`src/rtl/eeprom_rd_pkg.sv`:
```
package eeprom_rd_pkg;

  localparam logic [7:0] RD_OPCODE = 8'h03;

  typedef enum logic [3:0] {
    ST_IDLE, ST_OPEN_HI, ST_OPEN_LO, ST_CMD, ST_ADR_H,
    ST_ADR_L, ST_DATA, ST_CLOSE_LO, ST_CLOSE_HI
  } seq_state_t;

  typedef enum logic [1:0] {SH_IDLE, SH_SETUP, SH_HIGH, SH_LOW} sh_state_t;

  // Sum of the logical offset and the low half of the base; carry out dropped.
  function automatic logic [15:0] wire_addr(input logic [15:0] off,
                                            input logic [15:0] base_lo);
    return off + base_lo;
  endfunction

  // Byte sent in each transmit state; receive state sends nothing.
  function automatic logic [7:0] tx_pick(input seq_state_t st,
                                         input logic [15:0] addr);
    case (st)
      ST_CMD:  return RD_OPCODE;
      ST_ADR_H: return addr[15:8];
      ST_ADR_L: return addr[7:0];
      default: return 8'h00;
    endcase
  endfunction

endpackage

```
`src/rtl/eeprom_rd_timer.sv`:
```
module eeprom_rd_timer #(
  parameter int PHASE_CYC = 4
) (
  input  logic clk,
  input  logic rst_n,
  input  logic run,
  output logic expire
);
  localparam int CW = (PHASE_CYC > 1) ? $clog2(PHASE_CYC) : 1;

  logic [CW-1:0] cnt;

  assign expire = run && (cnt == CW'(PHASE_CYC - 1));

  always_ff @(posedge clk) begin
    if (!rst_n)                 cnt <= '0;
    else if (!run || expire)    cnt <= '0;
    else                        cnt <= cnt + 1'b1;
  end
endmodule

```
`src/rtl/eeprom_rd_shifter.sv`:
```
module eeprom_rd_shifter
  import eeprom_rd_pkg::*;
#(
  parameter int PHASE_CYC = 4
) (
  input  logic       clk,
  input  logic       rst_n,
  input  logic       go,
  input  logic       rx_mode,
  input  logic [7:0] tx_byte,
  input  logic       sdi,
  output logic       sclk,
  output logic       sdo,
  output logic       fin,
  output logic [7:0] rx_byte
);
  sh_state_t  st;
  logic [7:0] sr;
  logic [2:0] bit_idx;
  logic       dir_rx;
  logic       ph_end;

  eeprom_rd_timer #(.PHASE_CYC(PHASE_CYC)) u_ph_tmr (
    .clk    (clk),
    .rst_n  (rst_n),
    .run    (st != SH_IDLE),
    .expire (ph_end)
  );

  assign sclk    = (st == SH_HIGH);
  assign sdo     = (st != SH_IDLE) && !dir_rx && sr[7];
  assign fin     = (st == SH_LOW) && ph_end && (bit_idx == 3'd7);
  assign rx_byte = sr;

  always_ff @(posedge clk) begin
    if (!rst_n) begin
      st      <= SH_IDLE;
      sr      <= '0;
      bit_idx <= '0;
      dir_rx  <= 1'b0;
    end else begin
      case (st)
        SH_IDLE: if (go) begin
          sr      <= tx_byte;
          bit_idx <= '0;
          dir_rx  <= rx_mode;
          st      <= rx_mode ? SH_HIGH : SH_SETUP;
        end
        SH_SETUP: if (ph_end) st <= SH_HIGH;
        SH_HIGH: if (ph_end) begin
          if (dir_rx) sr <= {sr[6:0], sdi};
          st <= SH_LOW;
        end
        SH_LOW: if (ph_end) begin
          if (!dir_rx) sr <= {sr[6:0], 1'b0};
          if (bit_idx == 3'd7) st <= SH_IDLE;
          else begin
            bit_idx <= bit_idx + 3'd1;
            st      <= dir_rx ? SH_HIGH : SH_SETUP;
          end
        end
        default: st <= SH_IDLE;
      endcase
    end
  end

  // data line held while the clock is high
  p_sdo_steady_high_r8: assert property (@(posedge clk) disable iff (!rst_n)
    sclk |-> $stable(sdo));

  // the sequencer only launches a byte into an idle shifter
  p_go_when_idle_r4: assert property (@(posedge clk) disable iff (!rst_n)
    go |-> (st == SH_IDLE));
endmodule

```
`src/rtl/eeprom_rd_seq.sv`:
```
module eeprom_rd_seq
  import eeprom_rd_pkg::*;
#(
  parameter int PHASE_CYC = 4,
  parameter int CNT_W     = 16,
  parameter int BASE_W    = 32   // at least 16
) (
  input  logic              clk,
  input  logic              rst_n,
  input  logic              start,
  input  logic [15:0]       rd_offset,
  input  logic [CNT_W-1:0]  rd_count,
  input  logic [BASE_W-1:0] base_offset,
  input  logic              nvm_present,
  input  logic              nvm_absent,
  input  logic              ee_sdi,
  output logic              acc_hi,
  output logic              acc_lo,
  output logic              ee_sclk,
  output logic              ee_sdo,
  output logic              busy,
  output logic              byte_vld,
  output logic [7:0]        byte_data,
  output logic              done,
  output logic              err
);
  seq_state_t       st;
  logic [15:0]      addr_q;
  logic [CNT_W-1:0] left_q;
  logic             issued;

  // named internal events
  logic base_fits, req_accept, req_bad, req_go, req_fail;
  logic acc_phase, byte_phase, acc_tick;
  logic sh_go, sh_fin, sh_rx_mode;
  logic [7:0] sh_tx, sh_rx;

  assign base_fits  = ~|(base_offset >> 16);
  assign req_accept = start && (st == ST_IDLE);
  assign req_bad    = !nvm_present || nvm_absent || !base_fits;
  assign req_go     = req_accept && !req_bad;
  assign req_fail   = req_accept && req_bad;

  assign acc_phase  = (st == ST_OPEN_HI) || (st == ST_OPEN_LO) ||
                      (st == ST_CLOSE_LO) || (st == ST_CLOSE_HI);
  assign byte_phase = (st == ST_CMD) || (st == ST_ADR_H) ||
                      (st == ST_ADR_L) || (st == ST_DATA);

  assign sh_go      = byte_phase && !issued;
  assign sh_rx_mode = (st == ST_DATA);
  assign sh_tx      = tx_pick(st, addr_q);

  eeprom_rd_timer #(.PHASE_CYC(PHASE_CYC)) u_acc_tmr (
    .clk    (clk),
    .rst_n  (rst_n),
    .run    (acc_phase),
    .expire (acc_tick)
  );

  eeprom_rd_shifter #(.PHASE_CYC(PHASE_CYC)) u_shift (
    .clk     (clk),
    .rst_n   (rst_n),
    .go      (sh_go),
    .rx_mode (sh_rx_mode),
    .tx_byte (sh_tx),
    .sdi     (ee_sdi),
    .sclk    (ee_sclk),
    .sdo     (ee_sdo),
    .fin     (sh_fin),
    .rx_byte (sh_rx)
  );

  assign acc_hi = (st != ST_IDLE) && (st != ST_CLOSE_HI);
  assign acc_lo = (st == ST_IDLE) || (st == ST_OPEN_HI) ||
                  (st == ST_CLOSE_LO) || (st == ST_CLOSE_HI);
  assign busy   = (st != ST_IDLE);

  always_ff @(posedge clk) begin
    if (!rst_n) begin
      st        <= ST_IDLE;
      addr_q    <= '0;
      left_q    <= '0;
      issued    <= 1'b0;
      byte_vld  <= 1'b0;
      byte_data <= '0;
      done      <= 1'b0;
      err       <= 1'b0;
    end else begin
      byte_vld <= sh_fin && (st == ST_DATA);
      if (sh_fin && (st == ST_DATA)) byte_data <= sh_rx;
      done <= (st == ST_CLOSE_HI) && acc_tick;
      err  <= req_fail;

      if (sh_fin)     issued <= 1'b0;
      else if (sh_go) issued <= 1'b1;

      case (st)
        ST_IDLE: if (req_go) begin
          addr_q <= wire_addr(rd_offset, base_offset[15:0]);
          left_q <= rd_count;
          st     <= ST_OPEN_HI;
        end
        ST_OPEN_HI:  if (acc_tick) st <= ST_OPEN_LO;
        ST_OPEN_LO:  if (acc_tick) st <= ST_CMD;
        ST_CMD:      if (sh_fin)   st <= ST_ADR_H;
        ST_ADR_H:    if (sh_fin)   st <= ST_ADR_L;
        ST_ADR_L:    if (sh_fin)   st <= (left_q == '0) ? ST_CLOSE_LO : ST_DATA;
        ST_DATA: if (sh_fin) begin
          left_q <= left_q - 1'b1;
          if (left_q == CNT_W'(1)) st <= ST_CLOSE_LO;
        end
        ST_CLOSE_LO: if (acc_tick) st <= ST_CLOSE_HI;
        ST_CLOSE_HI: if (acc_tick) st <= ST_IDLE;
        default:     st <= ST_IDLE;
      endcase
    end
  end

  // open ordering
  p_open_hi_first_r2: assert property (@(posedge clk) disable iff (!rst_n)
    $rose(acc_hi) |-> acc_lo);
  p_open_lo_second_r2: assert property (@(posedge clk) disable iff (!rst_n)
    $fell(acc_lo) |-> acc_hi);
  // close ordering
  p_close_lo_first_r3: assert property (@(posedge clk) disable iff (!rst_n)
    $rose(acc_lo) |-> acc_hi);
  p_close_hi_second_r3: assert property (@(posedge clk) disable iff (!rst_n)
    $fell(acc_hi) |-> acc_lo);
  // clock only moves inside an open session
  p_clock_gated_r8: assert property (@(posedge clk) disable iff (!rst_n)
    ee_sclk |-> (acc_hi && !acc_lo));
  // a refused request leaves the pins alone
  p_err_quiet_r6: assert property (@(posedge clk) disable iff (!rst_n)
    err |-> (!busy && !acc_hi && acc_lo));
  // received bytes only inside a session
  p_vld_in_session_r9: assert property (@(posedge clk) disable iff (!rst_n)
    byte_vld |-> busy);
  // receive state never entered with nothing left
  p_count_bound_r10: assert property (@(posedge clk) disable iff (!rst_n)
    (st == ST_DATA) |-> (left_q != '0));
  // done marks the end of a session and never coincides with err
  p_done_end_r11: assert property (@(posedge clk) disable iff (!rst_n)
    done |-> (!busy && $past(busy) && !err));
endmodule

```
`config.mk`:
```
export PLATFORM = sky130hd
export DESIGN_NAME = eeprom_rd_seq
export DESIGN_NICKNAME = d
export VERILOG_FILES = /design/src/rtl/eeprom_rd_pkg.sv /design/src/rtl/eeprom_rd_timer.sv /design/src/rtl/eeprom_rd_shifter.sv /design/src/rtl/eeprom_rd_seq.sv
export SDC_FILE = /design/constraint.sdc
export NUM_CORES = 1
export LEC_CHECK = 0
export CAP_MARGIN = 5
export CORE_MARGIN = 2
export CORE_UTILIZATION = 60
export DETAILED_ROUTE_END_ITERATION = 6
export DONT_BUFFER_PORTS = 1
export GPL_TIMING_DRIVEN = 0
export HOLD_SLACK_MARGIN = 0.02
export PLACE_DENSITY = 0.81
export SYNTH_ARGS = -nofsm -noshare
export SYNTH_HDL_FRONTEND = slang
export SYNTH_HIERARCHICAL = 1
export SYNTH_SLANG_ARGS = --single-unit
```
`constraint.sdc`:
```
create_clock -name clk -period 3.3 [get_ports clk]
set_input_delay 0.165 -clock clk [delete_from_list [all_inputs] [get_ports clk]]
set_output_delay 0.165 -clock clk [all_outputs]
set_load 0.005 [all_outputs]
```
==> metrics.txt <==
status=completed; Critical Path End Type=register; Clk Latency, worst-skew pair=0.34 ns; RSZ-0062 raised after global routing=no; Max stage delay on crit path=0.44 ns; clk_skew=0.008165 ns; TritonCTS clock tree=done; clk sinks=66; Final HPWL DP=7603 µm; initial antenna violation count=0; synth top area cells=dfxtp_1, nand2_1, ha_1; multi-input combinational cell area=0.002628 mm²; Clock Path Buffers=2; Layout area overhead=7.132%; Final min period=3.064 ns; diodes inserted=0; Netlist cell types=64; Post-CTS Setup Inserts=0; synthesized area=0.004123 mm²; Residual DRC=0; Ys Warns=6; Worst Path Max Fanout=10; vias in the first global route=3540; Register Area=0.001321 mm²; CP cell instances=buf_2 -> buf_2 -> nor2_1 -> inv_1 -> and2_2 -> nand3_2 -> nor2_2 -> mux2i_1 -> o211ai_1 -> o221ai_1 -> a221oi_4 -> mux2i_1 -> nor2_1; post-route ant nets=0; Pre-Repair DR Iteration Count=4; DR vias/cell=6.310; Slew Limit Fails=0; Tightest Pin Transition=0.7238 ns; Synth area leader=dfxtp_1; Setup TNS=0 ns; sw frac=0.2495; Max-Cap Viols=0; Sw Pwr=0.3902 mW; flops & latches, synth=66; # rows=30; worst slack, placed=0.1706 ns; Die Y=86.89 µm; Worst Path Arrival=3.28 ns; peak supply drop=181.8 µV; Initial DRC Count=241; final worst-path cycle share=0.9285; first-pass GRT wire length=16710 µm; register area share after synthesis=0.3205; layout cell share with drive strength beyond 1=0.08396; highest-count cells in the layout ignoring fill and taps=nand2_1, dfxtp_1, nor2_1; WL/cell=16.69 µm; kind of critical path=register to register; # H-tree levels=3; Avg Inst Size Synth=7.944 µm²; most common cell after layout, fill and taps aside=nand2_1; Comb power frac=0.104; Nets=624; HP Class=input port to register; clock power share=0.386; end-of-flow core utilization=0.6574; via count=3887; fin worst setup slack=0.2359 ns; Overflow after GRT=0; placer's final routability congestion estimate=0.9191; Net Count, Synth=611; Num CTS Buffers=9; Final Setup Violations=0; pin count of the biggest net entering global routing=11; ys flop type=dfxtp_1; area share of the largest cell type after synthesis=0.3205; Hold Vio Cnt, Final=0; worst path required time=3.51 ns; Fmax=326.4 MHz; number of enable flip-flop cells after synthesis=0; Placeable Area=0.006719 mm²; die area=0.007550 mm²; P_int=1.174 mW; GRT Total Usage=0.2777; final WL=10280 µm; sequential power share=0.510; normalized max-slew margin=0.5133; Initial Utilization=0.6136; CP Launch Type=register; async set-reset flop share out of synthesis=0; Clock transition at path regs=0.07 ns; Fillers=567; Post-Syn Instances=519; Leakage=1.716 nW; Die Width=86.89 µm; slowest stage cell, crit path=a221oi_4; clk root buf=clkbuf_8; pwr/cell area=354.1 mW/mm²; port buffer count=0; IO Pins=86
-- per-layer routing --
| metal | global-route usage | part of all wire | vias to the layer above |
|---|---|---|---|
| met5 | 0 | 0 | - |
| met4 | 0.1222 | 0.025 | 0 |
| met3 | 0.04265 | 0.052 | 24 |
| met1 | 0.3598 | 0.44 | 1814 |
| met2 | 0.4566 | 0.48 | 149 |
| li1 | - | - | 1900 |
-- layout make-up --
cell class,count,share of cell area
Multi-Input combinational cell,413,0.5949
Sequential cell,66,0.2992
Clock buffer,12,0.03513
Buffer,29,0.03088
Tap cell,80,0.02266
Inverter,11,0.009348
Timing Repair Buffer,2,0.004533
Clock inverter,3,0.003399
-- state kept, by name, summed over array words and instances, names as in the netlist --
register	count
u_shift/dir_rx	1
err	1
u_acc_tmr/cnt	2
u_shift/st	2
st	4
byte_vld	1
left_q	16
byte_data	8
u_shift/bit_idx	3
done	1
u_shift/u_ph_tmr/cnt	2
issued	1
addr_q	16
u_shift/rx_byte	8
-- logic make-up after synthesis --
| group | share of synthesized area |
|---|---|
| DFF | 0.3205 |
| xor gates and xnor gates | 0.02762 |
| adders and majority gates | 0.06859 |
| AOI/OAI and AO/OA | 0.2027 |
| and+or+nand+nor | 0.2580 |
| buffers and inverters | 0.04279 |
| muxes | 0.07982 |
-- cell usage after synthesis (all sizes together) (8+ instances only) --
master  number
ha          21
a21o         8
nor3        16
dfxtp       66
clkbuf      22
o21ai       28
a21oi       45
inv         11
xnor2        9
nand3       13
nand2       81
nor2        48
mux2i       25
-- what timing repair did --
| item | 4_1_cts | 5_1_grt |
|---|---|---|
| gates resized for setup | 0 | 3 |
| hold endpoints to repair | 3 | 0 |
| hold buffers | 2 | 0 |
| setup endpoints to repair | 0 | 11 |
-- per-stage QoR --
step	hold WS, ns	power [mW]	area [µm²]	instances
2_1_floorplan	0.3169	0.9431	4123	519
3_3_place_gp	0.3270	0.9694	4223	599
3_5_place_dp	0.3336	0.9743	4223	599
4_1_cts	0.02374	1.562	4413	616
5_1_grt	0.03834	1.621	4417	616
6_report	0.02482	1.564	4417	616
-- worst paths after layout --
path | slack [ns] | cells past startpoint | start | endpoint
max | 0.24 | 13 | u_shift/st[1]$_SDFFE_PN0P_ | st[0]$_SDFFE_PN0P_
min | 0.02 | 2 | rst_n | addr_q[11]$_SDFFE_PN0P_
max reg2reg | 0.24 | 13 | u_shift/st[1]$_SDFFE_PN0P_ | st[0]$_SDFFE_PN0P_
min reg2reg | 0.47 | 2 | byte_data[5]$_SDFFE_PN0P_ | byte_data[5]$_SDFFE_PN0P_
-- worst max-delay path, delay by kind of cell, from the launching register on --
kind	cells	cell delay, ns
AOI/OAI and AO/OA	3	0.84
buffers and inverters	3	0.62
DFF	1	0.36
muxes	2	0.34
and+or+nand+nor	5	0.77
-- power groups by stage --
stage,Combinational [mW],Sequential (mW),Clock (mW)
6_report,0.163,0.797,0.603
5_1_grt,0.183,0.797,0.641
4_1_cts,0.162,0.797,0.602
3_5_place_dp,0.159,0.815,0
3_3_place_gp,0.154,0.815,0
2_1_floorplan,0.128,0.815,0
(Power assumes the default switching activity.)
